<file path="config.mk">
export PLATFORM = sky130hd
export DESIGN_NAME = ibi_requester
export DESIGN_NICKNAME = d
export VERILOG_FILES = /design/src/rtl/ibi_pkg.sv /design/src/rtl/ibi_idle_timer.sv /design/src/rtl/ibi_gate.sv /design/src/rtl/ibi_requester.sv
export SDC_FILE = /design/constraint.sdc
export NUM_CORES = 1
export LEC_CHECK = 0
export BUFFER_PORTS_ARGS = -buffer_cell sky130_fd_sc_hd__buf_4
export CORE_UTILIZATION = 30
export DETAILED_ROUTE_END_ITERATION = 8
export GPL_TIMING_DRIVEN = 0
export SLEW_MARGIN = 5
export SYNTH_ARGS = -nofsm -noshare
export SYNTH_HDL_FRONTEND = slang
export SYNTH_SLANG_ARGS = --single-unit
</file>
<file path="constraint.sdc">
create_clock -name clk -period 4.05 [get_ports clk]
set_input_delay 0.81 -clock clk [delete_from_list [all_inputs] [get_ports clk]]
set_output_delay 0.81 -clock clk [all_outputs]
set_load 0.02 [all_outputs]
</file>
<file path="src/rtl/ibi_pkg.sv">
package ibi_pkg;
    typedef enum logic [1:0] {
        ST_IDLE  = 2'd0,
        ST_WAIT  = 2'd1,
        ST_DRIVE = 2'd2
    } ibi_state_e;

    localparam logic [1:0] STS_NONE  = 2'b00;
    localparam logic [1:0] STS_ACK   = 2'b01;
    localparam logic [1:0] STS_SKIP  = 2'b11;
    localparam logic [1:0] MODE_AUTO = 2'b00;

    typedef struct packed {
        ibi_state_e state;
        logic [1:0] status;
        logic       irq;
    } ibi_regs_t;
endpackage

</file>
<file path="src/rtl/ibi_idle_timer.sv">
module ibi_idle_timer #(
    parameter int IDLE_W = 16
) (
    input  logic              clk,
    input  logic              rst_n,
    input  logic              sda_in,
    input  logic              scl_in,
    input  logic              start_det,
    input  logic              hold,
    input  logic [IDLE_W-1:0] limit,
    output logic              fire
);
    localparam logic [IDLE_W-1:0] CNT_MAX = {IDLE_W{1'b1}};

    logic [IDLE_W-1:0] cnt_d, cnt_q;
    logic              bus_high;

    assign bus_high = sda_in & scl_in;

    always_comb begin
        cnt_d = cnt_q;
        if (!bus_high || start_det || hold) begin
            cnt_d = '0;
        end else if (cnt_q != CNT_MAX) begin
            cnt_d = cnt_q + 1'b1;
        end
    end

    always_ff @(posedge clk or negedge rst_n) begin
        if (!rst_n) cnt_q <= '0;
        else        cnt_q <= cnt_d;
    end

    assign fire = bus_high && (cnt_q >= limit);

    // any bus activity restarts the bus-free count
    p_activity_restarts_r2: assert property (@(posedge clk) disable iff (!rst_n)
        (start_det || !bus_high) |=> (cnt_q == '0));
endmodule

</file>
<file path="src/rtl/ibi_gate.sv">
module ibi_gate
    import ibi_pkg::*;
(
    input  logic       dyn_addr_ok,
    input  logic       ibi_enable,
    input  logic       ctrl_role,
    input  logic [1:0] req_mode,
    output logic       allowed,
    output logic       mode_ok
);
    assign allowed = dyn_addr_ok & ibi_enable & ~ctrl_role;
    assign mode_ok = (req_mode == MODE_AUTO);
endmodule

</file>
<file path="src/rtl/ibi_requester.sv">
module ibi_requester
    import ibi_pkg::*;
#(
    parameter int IDLE_W = 16
) (
    input  logic              clk,
    input  logic              rst_n,
    input  logic              req_wr,
    input  logic [1:0]        req_mode,
    input  logic              stat_clr,
    input  logic              dyn_addr_ok,
    input  logic              ibi_enable,
    input  logic              ctrl_role,
    input  logic              sda_in,
    input  logic              scl_in,
    input  logic              start_det,
    input  logic [IDLE_W-1:0] idle_limit,
    input  logic              hdr_done,
    input  logic              hdr_ack,
    output logic              hdr_req,
    output logic              req_pending,
    output logic [1:0]        ibi_status,
    output logic              status_irq
);
    ibi_regs_t r_d, r_q;
    logic      allowed, mode_ok, idle_fire, trigger, upd;

    ibi_gate u_gate (
        .dyn_addr_ok (dyn_addr_ok),
        .ibi_enable  (ibi_enable),
        .ctrl_role   (ctrl_role),
        .req_mode    (req_mode),
        .allowed     (allowed),
        .mode_ok     (mode_ok)
    );

    ibi_idle_timer #(.IDLE_W(IDLE_W)) u_timer (
        .clk       (clk),
        .rst_n     (rst_n),
        .sda_in    (sda_in),
        .scl_in    (scl_in),
        .start_det (start_det),
        .hold      (hdr_req),
        .limit     (idle_limit),
        .fire      (idle_fire)
    );

    assign trigger = start_det | idle_fire;

    always_comb begin
        r_d = r_q;
        upd = 1'b0;
        unique case (r_q.state)
            ST_IDLE: begin
                if (req_wr) begin
                    if (mode_ok && allowed) begin
                        r_d.state = ST_WAIT;
                    end else begin
                        r_d.status = STS_SKIP;
                        upd        = 1'b1;
                    end
                end
            end
            ST_WAIT: begin
                if (trigger) begin
                    if (allowed) begin
                        r_d.state = ST_DRIVE;
                    end else begin
                        r_d.state  = ST_IDLE;
                        r_d.status = STS_SKIP;
                        upd        = 1'b1;
                    end
                end
            end
            ST_DRIVE: begin
                if (hdr_done) begin
                    if (hdr_ack) begin
                        r_d.state  = ST_IDLE;
                        r_d.status = STS_ACK;
                        upd        = 1'b1;
                    end else begin
                        r_d.state = ST_WAIT;
                    end
                end
            end
            default: r_d.state = ST_IDLE;
        endcase
        r_d.irq = upd | (r_q.irq & ~stat_clr);
    end

    always_ff @(posedge clk or negedge rst_n) begin
        if (!rst_n) begin
            r_q.state  <= ST_IDLE;
            r_q.status <= STS_NONE;
            r_q.irq    <= 1'b0;
        end else begin
            r_q <= r_d;
        end
    end

    assign hdr_req     = (r_q.state == ST_DRIVE);
    assign req_pending = (r_q.state != ST_IDLE);
    assign ibi_status  = r_q.status;
    assign status_irq  = r_q.irq;

    p_no_reserved_status_r8: assert property (@(posedge clk) disable iff (!rst_n)
        ibi_status != 2'b10);

    p_hdr_needs_pending_r1: assert property (@(posedge clk) disable iff (!rst_n)
        hdr_req |-> req_pending);

    p_start_triggers_r2: assert property (@(posedge clk) disable iff (!rst_n)
        (req_pending && !hdr_req && start_det && allowed) |=> hdr_req);

    p_ack_completes_r3: assert property (@(posedge clk) disable iff (!rst_n)
        (hdr_req && hdr_done && hdr_ack) |=>
            (!req_pending && ibi_status == STS_ACK && status_irq));

    p_nack_retries_r4: assert property (@(posedge clk) disable iff (!rst_n)
        (hdr_req && hdr_done && !hdr_ack) |=>
            (req_pending && !hdr_req && $stable(ibi_status)));

    p_ineligible_skips_r5: assert property (@(posedge clk) disable iff (!rst_n)
        (!req_pending && req_wr && !allowed) |=>
            (ibi_status == STS_SKIP && status_irq && !req_pending));

    p_bad_mode_skips_r7: assert property (@(posedge clk) disable iff (!rst_n)
        (!req_pending && req_wr && req_mode != MODE_AUTO) |=>
            (ibi_status == STS_SKIP && status_irq && !req_pending));

    p_irq_sticky_r9: assert property (@(posedge clk) disable iff (!rst_n)
        (status_irq && !stat_clr) |=> status_irq);
endmodule

</file>
# Word level (Yosys, flattened, before mapping)

Cells that the tools add are included.

Flip-flop bits (word level): 21
Output and inout bits: 5

Add/sub/neg operators: 1
$lt $le $gt $ge: 1
Equal/unequal tests: 10
Mux-type cells: 20
Bitwise logic cells: 8
Reductions and logical operators: 12

Operator list:

| kind                                                                  | count |
|---|---|
| 16-bit 2-to-1 mux                                                     | 2 |
| 16-bit by 1-bit adder with 16-bit output, second input constant       | 1 |
| 16-bit >= comparator                                                  | 1 |
| 16-bit != test, second input constant                                 | 1 |
| 2-bit != test, second input constant                                  | 7 |
| 4-bit 2-to-1 mux                                                      | 3 |
| 2-bit case mux with 3 select lines                                    | 2 |
| 2-bit 2-to-1 mux                                                      | 5 |
| 1-bit 2-to-1 mux                                                      | 7 |
| 7-bit AND reduction                                                   | 1 |
| 1-bit bitwise AND                                                     | 4 |
| 2-bit zero test                                                       | 2 |
| 4-bit AND reduction                                                   | 1 |
| 2-bit nonzero test                                                    | 2 |
| 1-bit case mux with 3 select lines                                    | 1 |
| 3-bit nonzero test                                                    | 1 |
| 2-bit by 1-bit equality test with 1-bit output, second input constant | 1 |
| 2-bit equality test, second input constant                            | 1 |
| 1-bit logical AND                                                     | 2 |
| 1-bit logical OR                                                      | 2 |
| 1-bit inverter                                                        | 2 |
| 1-bit OR                                                              | 2 |
| 1-bit zero test                                                       | 1 |

# Depth between registers and ports, before layout

Gate-level depths: netlist of run 1.

Word-level depth: 7
Depth in mapped cells: 8
Gate-level depth less buffers: 7

# Cells and area by module

Synthesis of run 1 repeated with hierarchy kept, for this count alone.

Cells, all modules: 175
Area, all modules: 1574.0 um^2

Modules (own cells, without submodules):

| module         | instances | cells an instance | area an instance (um^2) |
|---|---|---|---|
| ibi_idle_timer | 1         | 146               | 1273.7 |
| ibi_requester  | 1         | 27                | 287.8 |
| ibi_gate       | 1         | 2                 | 12.5 |

# Worst setup path before layout of run 1

No wires, ideal clock.

Path type: input -> register
Start point: input port idle_limit[13]
End point: register r_q[3] (netlist name)
Setup time: 0.120 ns
Arrival time: 2.180 ns
Data required time: 3.930 ns
Slack: 1.751 ns
Stages on the path: 7
Buffers on the path: 0
Cell sequence: inv_1 ha_1 and4_1 nand3_1 nor4_1 o311ai_2 a31o_1

Word-level cells in the longest chain between the ends: 5

RTL lines:

| element                       | RTL line             | RTL |
|---|---|---|
| start, declared               | ibi_requester.sv:17  | `input logic [IDLE_W-1:0] idle_limit,` |
| 16-bit >= comparator          | ibi_idle_timer.sv:34 | `assign fire = bus_high && (cnt_q >= limit);` |
| 1-bit logical AND             | ibi_idle_timer.sv:34 |  |
| 1-bit OR                      | ibi_requester.sv:48  | `assign trigger = start_det \| idle_fire;` |
| 2-bit != test (no line)       | -                    |  |
| 4-bit AND reduction (no line) | -                    |  |
| end signal, assigned          | ibi_requester.sv:97  | `r_q <= r_d;` |
| end, declared                 | ibi_requester.sv:25  | `ibi_regs_t r_d, r_q;` |

Every way passes these cells.
A chain may end at the register's enable or synchronous reset.

# Worst setup path in the final report of run 1

Start point: input port idle_limit[0]
End point: register r_q, in the netlist ibi_status[1]

Word-level cells in the longest chain between the ends: 5

RTL lines:

| element                       | RTL line |
|---|---|
| 16-bit >= comparator          | ibi_idle_timer.sv:34 |
| 1-bit logical AND             | ibi_idle_timer.sv:34 |
| 1-bit OR                      | ibi_requester.sv:48 |
| 2-bit != test (no line)       | - |
| 7-bit AND reduction (no line) | - |

Every way passes these cells.

==> results of run 1 <==
## how the worst max path moves through the flow
stage / start / to / slack [ns] / depth (start not counted)
after CTS: idle_limit[0] / ibi_status[1]$_DFFE_PN0P_ / 1.52 / 7
after global routing: idle_limit[0] / ibi_status[1]$_DFFE_PN0P_ / 1.40 / 7
final: idle_limit[0] / ibi_status[1]$_DFFE_PN0P_ / 1.60 / 7
after detailed placement: idle_limit[0] / ibi_status[1]$_DFFE_PN0P_ / 1.25 / 7
after floorplan: idle_limit[13] / r_q[3]$_DFFE_PN0P_ / 1.75 / 7
after global placement: idle_limit[0] / status_irq$_DFF_PN0_ / 1.27 / 7
## cells in the mapped netlist, drive strengths merged (2+ instances only)
cell      n  area, um^2
inv      21        78.8
nand2     9        33.8
a21o      3        22.5
and4      4        40.0
a31oi     3        18.8
a2111oi   2        36.3
nand3b    3        22.5
o21ai     5        25.0
a211oi    3        22.5
nor2     15        56.3
and3      6        42.5
o311ai    2        25.0
and2      4        25.0
or2       2        12.5
dfrtp    21         526
a21oi    12        60.1
buf       7        48.8
nor2b     2        12.5
xor2      2        17.5
nand3     7        35.0
nand4     4        25.0
xnor2     9        78.8
nor3      9        45.0
ha       17         213
## worst register-to-register path: cells and delay by family, from the launching register on
family,cells,cell delay [ns]
compound gates,3,1.11
simple gates,2,0.30
fa+ha+maj,1,0.26
flops,1,0.42
buf+inv,1,0.06
## flip-flops by register name (all words and copies together), names as in the netlist
| signal | count |
|---|---|
| ibi_status | 2 |
| r_q | 2 |
| status_irq | 1 |
| u_timer.cnt_q | 16 |
## logic make-up after synthesis
kind of cell,count (synthesis)
compound gates,39
xor+xnor,11
fa+ha+maj,17
buf+inv,29
flops,21
simple gates,69
## routing by layer
metal / wire (um) / part of all wire / track usage
met1: 1760 / 0.48 / 0.183
met3: 209 / 0.057 / 0.0331
met5: 0 / 0 / 0
met4: 25 / 0.0069 / 0.0309
met2: 1660 / 0.45 / 0.235
## through the flow
stage               area, um^2  setup slack (ns)  utilization
global placement          1970              1.27        0.381
detailed placement        1970              1.25        0.381
floorplan                 1630              1.75            -
finish                    2020              1.60        0.390
CTS                       2020              1.52        0.390
global route              2020              1.40        0.390
## report_power, final
part / switching, mW / internal (mW) / total (mW)
clock: 0.0717 / 0.0686 / 0.140
sequential: 0.00149 / 0.211 / 0.213
combinational: 0.0258 / 0.0293 / 0.0551
## final cells by class
| class | count | area share |
|---|---|---|
| repair buffers | 34 | 0.127 |
| plain buffers | 8 | 0.0261 |
| multi-input cells | 136 | 0.481 |
| inverters | 21 | 0.0391 |
| well taps | 70 | 0.0434 |
| clock inverters | 1 | 0.00248 |
| flip-flops and latches | 21 | 0.261 |
| clock buffers | 3 | 0.0205 |
## layout by cell type, fill, tap and decap left out, drive strengths merged, types with 2 or more instances in the layout
cell	synthesis	final
buf	7	41
inv	21	21
dfrtp	21	21
ha	17	17
nor2	15	15
a21oi	12	12
nand2	9	9
nor3	9	9
xnor2	9	9
nand3	7	7
and3	6	6
o21ai	5	5
nand4	4	4
and2	4	4
clkbuf	1	4
and4	4	4
nand3b	3	3
a21o	3	3
a31oi	3	3
a211oi	3	3
nor2b	2	2
or2	2	2
xor2	2	2
a2111oi	2	2
o311ai	2	2
==> flow_metrics.tcl, run 1 <==
set metrics [dict create \
    via_per_inst 4.85 \
    syn2layout_area_growth_pct 23.9 \
    cpLargestDelayFamily "compound AO/OA/AOI/OAI gates" \
    postCtsSetupBuffers 0 \
    fin_total_pwr_uw 408 \
    whs_ns 0.422 \
    overflow 0 \
    grt_pass1_wl_mm 5.95 \
    dpl.cell_count 290 \
    yosys.area_share.xor_xnor 0.0592 \
    finalWeightedCongestion 0.803 \
    synth_nets 233 \
    r2r_cells 7 \
    arrival_ns 2.59 \
    cts_made_buffers 3 \
    synth-seq-cells 21 \
    grtUsageTotal 0.140 \
    cp_data_required_time_ns 4.19 \
    cts_max_level 1 \
    final_antenna_net_count 0 \
    leakage_nw 0.995 \
    fmax_ghz 0.408 \
    cts_resized 0 \
    fin_crit_sh 0.606 \
    setup_viol 0 \
    slew_headroom 0.576 \
    yosysWarnings 0 \
    first_global_vias 1329 \
    fillers 542 \
    drc_errors 0 \
    cts_buffer_depth 2 \
    clkSinkCount 21 \
    worstPathCellList "buf_4 > ha_1 > nand2b_1 > a2111oi_0 > nor4_1 > o311ai_2 > o21ai_0" \
    cp-end-kind "register" \
    hold_viol 0 \
    antennaDiodeCount 0 \
    crit_type "in -> reg" \
    synth_top_family_by_area "simple AND/OR/NAND/NOR gates" \
    synthMuxAreaShare 0 \
    die_h_um 75.7 \
    insertion_delay_ns 0.26 \
    hpwl_mm 2.86 \
    worst_slew_pin_slew_ns 0.620 \
    yosysSeqAreaShare 0.323 \
    fin_nets 272 \
    wl_mm 3.65 \
    io_pins 35 \
    ys.flop_type "dfrtp_1" \
    postCtsHoldBufs 0 \
    vdd_drop_max_mv 0.177 \
    multiInputGateArea_um2 971 \
    clk_pin_slew_worst_paths_ns 0.08 \
    io_buffer_count 34 \
    slowest_delay_ns 0.61 \
    die_w_um 75.7 \
    period_minus_slack_ns 2.45 \
    regArea_um2 526 \
    synth_area_mm2 0.00163 \
    rsz0062_at_grt "no" \
    synth_compound_area_frac 0.175 \
    firstDrtPassIters 4 \
    synth-adder-area-share 0.131 \
    holdCritPathClass "in -> async" \
    setup_tns_ns 0 \
    slew_violations 0 \
    synth_edf_count 0 \
    post_synth_and_or_nand_nor_area_fraction 0.231 \
    routedWlPerCell_um 12.4 \
    cts_tree "done" \
    antenna_found_initial 0 \
    drive_above_1_share 0.232 \
    ys_types 45 \
    r2r-start "u_timer.cnt_q[0]$_DFFE_PN0P_" \
    drv_cap 0 \
    start_util 0.315 \
    rows 26 \
    postSynthCellCount 186 \
    worst_setup_path_start_kind "input port" \
    syn_area_per_cell_um2 8.75 \
    finClkSkew_ns 0.00644 \
    r2r_setup_slack_ns 1.78 \
    async_reset_ff_frac 1.00 \
    stdcell_count 294 \
    worstPathBufferInverterCount 1 \
    vias 1427 \
    crit_path_top_delay_cell "a2111oi_0" \
    r2r-end "ibi_status[1]$_DFFE_PN0P_" \
    outcome "completed" \
    cp_max_fo 4 \
    root_buffer "clkbuf_8" \
    p_per_area_mw_per_mm2 202 \
    grt_start_max_net_pins 22 \
    first_iter_violations 54 \
    core_mm2 0.00517 \
    die_area_mm2 0.00572 \
]
Note: power is estimated with default switching activity, not from simulation.
==> inputs of run 2 (changes only) <==
- clock period: 4.05 -> 2.4 ns (I/O delays scaled with it)
==> run 2 against run 1 <==
Clock power is 68% higher. Critical path depth unchanged. Non-clock buffer count unchanged. Worst hold slack got worse by 0.33 ns. Clock-buffer cell count did not move. Final area is essentially flat. Clock skew decreased by 0.00074 ns. Sequential cell count did not move. Critical path type is now reg -> reg.
==> flow_metrics.tcl, run 2 (same netlist as run 1, synthesis figures left out) <==
set metrics [dict create \
    slowest_delay_ns 0.55 \
    final_antenna_net_count 0 \
    antennaDiodeCount 0 \
    antenna_found_initial 0 \
    fmax_ghz 0.455 \
    final_cell_area_mm2 0.00202 \
    arrival_ns 2.33 \
    drive_above_1_share 0.232 \
    first_iter_violations 54 \
    final_cell_mix "buf_4, inv_1, dfrtp_1, ha_1, nor2_1" \
    clkSinkCount 21 \
    crit_path_top_delay_cell "a2111oi_1" \
    final_common_cell "buf_4" \
    finalWeightedCongestion 0.803 \
    period_minus_slack_ns 2.20 \
    leakage_nw 0.995 \
    finClkSkew_ns 0.00570 \
    slew_violations 0 \
    postCtsHoldBufs 0 \
    start_util 0.315 \
    cp_data_required_time_ns 2.54 \
    fin_util 0.390 \
    rsz0062_at_grt "no" \
    regMostFlops "u_timer.cnt_q" \
    wl_mm 3.64 \
    worst_slew_pin_slew_ns 0.527 \
    setup_viol 0 \
    overflow 0 \
    routedWlPerCell_um 12.4 \
    worstPathCellList "inv_1 > ha_1 > nand2b_1 > a2111oi_1 > nor4_1 > o311ai_2 > o21ai_0" \
    die_w_um 75.7 \
    outcome "completed" \
    cts_resized 0 \
    clk_pin_slew_worst_paths_ns 0.08 \
    p_per_area_mw_per_mm2 341 \
    grtUsageTotal 0.140 \
    grt_start_max_net_pins 22 \
    postCtsSetupBuffers 0 \
    cts_buffer_depth 2 \
    core_mm2 0.00517 \
    setup_tns_ns 0 \
    via_per_inst 4.85 \
    insertion_delay_ns 0.26 \
    drc_errors 0 \
    cp_max_fo 5 \
    rows 26 \
    first_global_vias 1329 \
    io_pins 35 \
    drv_cap 0 \
    cts_max_level 1 \
    syn2layout_area_growth_pct 24.0 \
    vdd_drop_max_mv 0.298 \
    firstDrtPassIters 4 \
    largest_reg_flops 16 \
    worst_setup_path_start_kind "register" \
    crit_type "reg -> reg" \
    slew_headroom 0.648 \
    hpwl_mm 2.86 \
    fin_nets 272 \
    cts_tree "done" \
    cp-end-kind "register" \
    grt_pass1_wl_mm 5.95 \
    root_buffer "clkbuf_8" \
    io_buffer_count 34 \
    vias 1426 \
    die_area_mm2 0.00572 \
    placed_area_mm2 0.00197 \
    fin_crit_sh 0.916 \
    die_h_um 75.7 \
    hold_viol 0 \
    cts_made_buffers 3 \
    holdCritPathClass "in -> async" \
]
==> run 2: cell type report <==
class	count	area (um^2)
fillers	543	3150
clock buffers	3	41.3
clock inverters	1	5.00
well taps	70	87.6
repair buffers	34	255
plain buffers	8	52.6
multi-input cells	136	972
inverters	21	78.8
flip-flops and latches	21	526
==> run 2: path summary, 6_finish.rpt <==
check	from	endpoint	slack (ns)	cells past startpoint
max reg2reg	u_timer.cnt_q[0]$_DFFE_PN0P_	ibi_status[1]$_DFFE_PN0P_	0.20	7
min in group clk	ibi_status[0]$_DFFE_PN0P_	ibi_status[0]$_DFFE_PN0P_	0.50	2
max in group asynchronous	rst_n	u_timer.cnt_q[14]$_DFFE_PN0P_	2.08	1
max	u_timer.cnt_q[0]$_DFFE_PN0P_	ibi_status[1]$_DFFE_PN0P_	0.20	7
min	rst_n	u_timer.cnt_q[0]$_DFFE_PN0P_	0.09	1
min reg2reg	ibi_status[0]$_DFFE_PN0P_	ibi_status[0]$_DFFE_PN0P_	0.50	2
==> run 2: where the power goes <==
group          internal [mW]  switching [mW]
sequential             0.357         0.00252
clock                  0.116           0.120
combinational         0.0499          0.0436
total                  0.522           0.166
==> run 2: metrics by stage <==
step / setup WS, ns / hold WS (ns) / instances / power [mW]
finish: 0.201 / 0.0932 / 294 / 0.688
global route: 0.0105 / 0.0997 / 294 / 0.730
CTS: 0.0393 / 0.0996 / 294 / 0.702
detailed placement: -0.0670 / 0.390 / 290 / 0.461
global placement: -0.0530 / 0.386 / 290 / 0.459
floorplan: 0.431 / 0.184 / 186 / 0.401
==> run 2: worst max-delay path: cells and delay by family (launching register included) <==
family	cells	cell delay, ns
flops	1	0.42
simple gates	2	0.29
buf+inv	1	0.06
compound gates	3	1.04
fa+ha+maj	1	0.26
==> run 2: metal layers <==
metal	GRT usage	routed length [um]
met2	0.235	1650
met1	0.183	1750
met3	0.0331	208
met4	0.0309	27
met5	0	0
==> inputs of run 3 (changes only) <==
--- a/config.mk
+++ b/config.mk
@@ -10,3 +10,2 @@
 export DETAILED_ROUTE_END_ITERATION = 8
-export GPL_TIMING_DRIVEN = 0
 export SLEW_MARGIN = 5
--- a/constraint.sdc
+++ b/constraint.sdc
@@ -3,2 +3,2 @@
 set_output_delay 0.48 -clock clk [all_outputs]
-set_load 0.02 [all_outputs]
+set_load 0.05 [all_outputs]
==> run 3 against run 2 <==
Final area down 1.9%. Clock-buffer cell count unchanged. First-iteration DRC count down 67%. Total power up 0.68%. Register-to-register slack better by 0.03 ns. Largest cell class unchanged. Largest power group unchanged.
==> flow_metrics.tcl, run 3 (same netlist as run 1, synthesis figures left out) <==
set metrics [dict create \
    slew_headroom 0.626 \
    drc_errors 0 \
    slowest_delay_ns 0.43 \
    leakage_nw 0.970 \
    fmax_ghz 0.462 \
    setup_tns_ns 0 \
    grt_pass1_wl_mm 5.97 \
    postCtsHoldBufs 0 \
    clkSinkCount 21 \
    io_pins 35 \
    cts_max_level 1 \
    cts_resized 0 \
    cp_data_required_time_ns 2.54 \
    fin_util 0.383 \
    worstPathCellList "inv_1 > ha_1 > nand2b_1 > a2111oi_0 > buf_4 > nor4_1 > o311ai_2 > o21ai_0" \
    finalWeightedCongestion 0.765 \
    slew_violations 0 \
    final_cell_mix "buf_4, inv_1, dfrtp_1, ha_1, nor2_1" \
    fin_crit_sh 0.903 \
    syn2layout_area_growth_pct 21.6 \
    first_iter_violations 18 \
    firstDrtPassIters 4 \
    holdCritPathClass "in -> async" \
    crit_type "reg -> reg" \
    hold_viol 0 \
    hpwl_mm 2.81 \
    worst_slew_pin_slew_ns 0.561 \
    grt_start_max_net_pins 22 \
    final_common_cell "buf_4" \
    setup_viol 0 \
    cts_tree "done" \
    drive_above_1_share 0.216 \
    antennaDiodeCount 0 \
    via_per_inst 4.83 \
    drv_cap 0 \
    vdd_drop_max_mv 0.392 \
    cts_made_buffers 3 \
    p_per_area_mw_per_mm2 350 \
    io_buffer_count 34 \
    crit_start "u_timer.cnt_q[0]$_DFFE_PN0P_" \
    fin_total_pwr_uw 693 \
    overflow 0 \
    root_buffer "clkbuf_8" \
    grtUsageTotal 0.138 \
    start_util 0.315 \
    cp_max_fo 5 \
    vias 1391 \
    outcome "completed" \
    die_area_mm2 0.00572 \
    clk_pin_slew_worst_paths_ns 0.08 \
    largest_reg_flops 16 \
    die_w_um 75.7 \
    antenna_found_initial 0 \
    core_mm2 0.00517 \
    period_minus_slack_ns 2.17 \
    regMostFlops "u_timer.cnt_q" \
    cp-end-kind "register" \
    die_h_um 75.7 \
    cts_buffer_depth 2 \
    postCtsSetupBuffers 0 \
    wl_mm 3.58 \
    first_global_vias 1387 \
    insertion_delay_ns 0.26 \
    final_antenna_net_count 0 \
    rsz0062_at_grt "no" \
    worst_setup_path_start_kind "register" \
    routedWlPerCell_um 12.4 \
    finClkSkew_ns 0.00504 \
    rows 26 \
    arrival_ns 2.30 \
    r2r-start "u_timer.cnt_q[0]$_DFFE_PN0P_" \
    fin_nets 266 \
    crit_path_top_delay_cell "dfrtp_1" \
]
==> run 3: changes by cell type in the layout (fill, tap and decap cells not counted) <==
cell and change:
buf_6 -1, a2111oi_0 +1, buf_2 -3, a2111oi_1 -1, clkbuf_1 -1, buf_4 -1
==> run 3: cell type report <==
cell class / instances / area [um^2]
inverter: 21 / 78.8
multi-input combinational: 136 / 971
clock buffer: 3 / 41.3
tap: 70 / 87.6
fill: 540 / 3190
timing repair buffer: 36 / 270
clock inverter: 1 / 5.00
sequential: 21 / 526
==> run 3: path summary, 6_finish.rpt <==
path | cells after the start | endpoint | slack (ns)
max | 8 | status_irq$_DFF_PN0_ | 0.23
min | 1 | u_timer.cnt_q[0]$_DFFE_PN0P_ | 0.09
max reg2reg | 8 | status_irq$_DFF_PN0_ | 0.23
min reg2reg | 2 | ibi_status[0]$_DFFE_PN0P_ | 0.52
max in group asynchronous | 1 | u_timer.cnt_q[15]$_DFFE_PN0P_ | 2.09
min in group clk | 3 | ibi_status[1]$_DFFE_PN0P_ | 0.49
==> run 3: power breakdown <==
group / total (mW) / switching, mW / internal (mW)
sequential: 0.359 / 0.00283 / 0.357
clock: 0.234 / 0.118 / 0.116
combinational: 0.0992 / 0.0486 / 0.0505
total: 0.693 / 0.170 / 0.523
==> run 3: metrics by stage <==
step / worst slack [ns] / cell area (um^2) / std cells / hold slack [ns]
final: 0.234 / 1980 / 288 / 0.0878
after global routing: 0.0538 / 1980 / 288 / 0.0992
after CTS: 0.217 / 1980 / 288 / 0.0969
after detailed placement: 0.123 / 1930 / 284 / 0.387
after global placement: 0.188 / 1930 / 284 / 0.384
after floorplan: 0.392 / 1630 / 186 / 0.184
==> run 3: per-layer routing <==
layer / track usage / share of wire / vias up
met1: 0.171 / 0.47 / 625
met5: 0 / 0 / -
li1: - / - / 727
met4: 0.0247 / 0.0084 / 0
met2: 0.249 / 0.47 / 35
met3: 0.0304 / 0.052 / 4
==> run 3: worst max-delay path, delay by kind of cell (launching register included) <==
kind	cells	cell delay [ns]
buf+inv	2	0.26
flops	1	0.43
simple gates	2	0.20
compound gates	3	0.89
fa+ha+maj	1	0.26
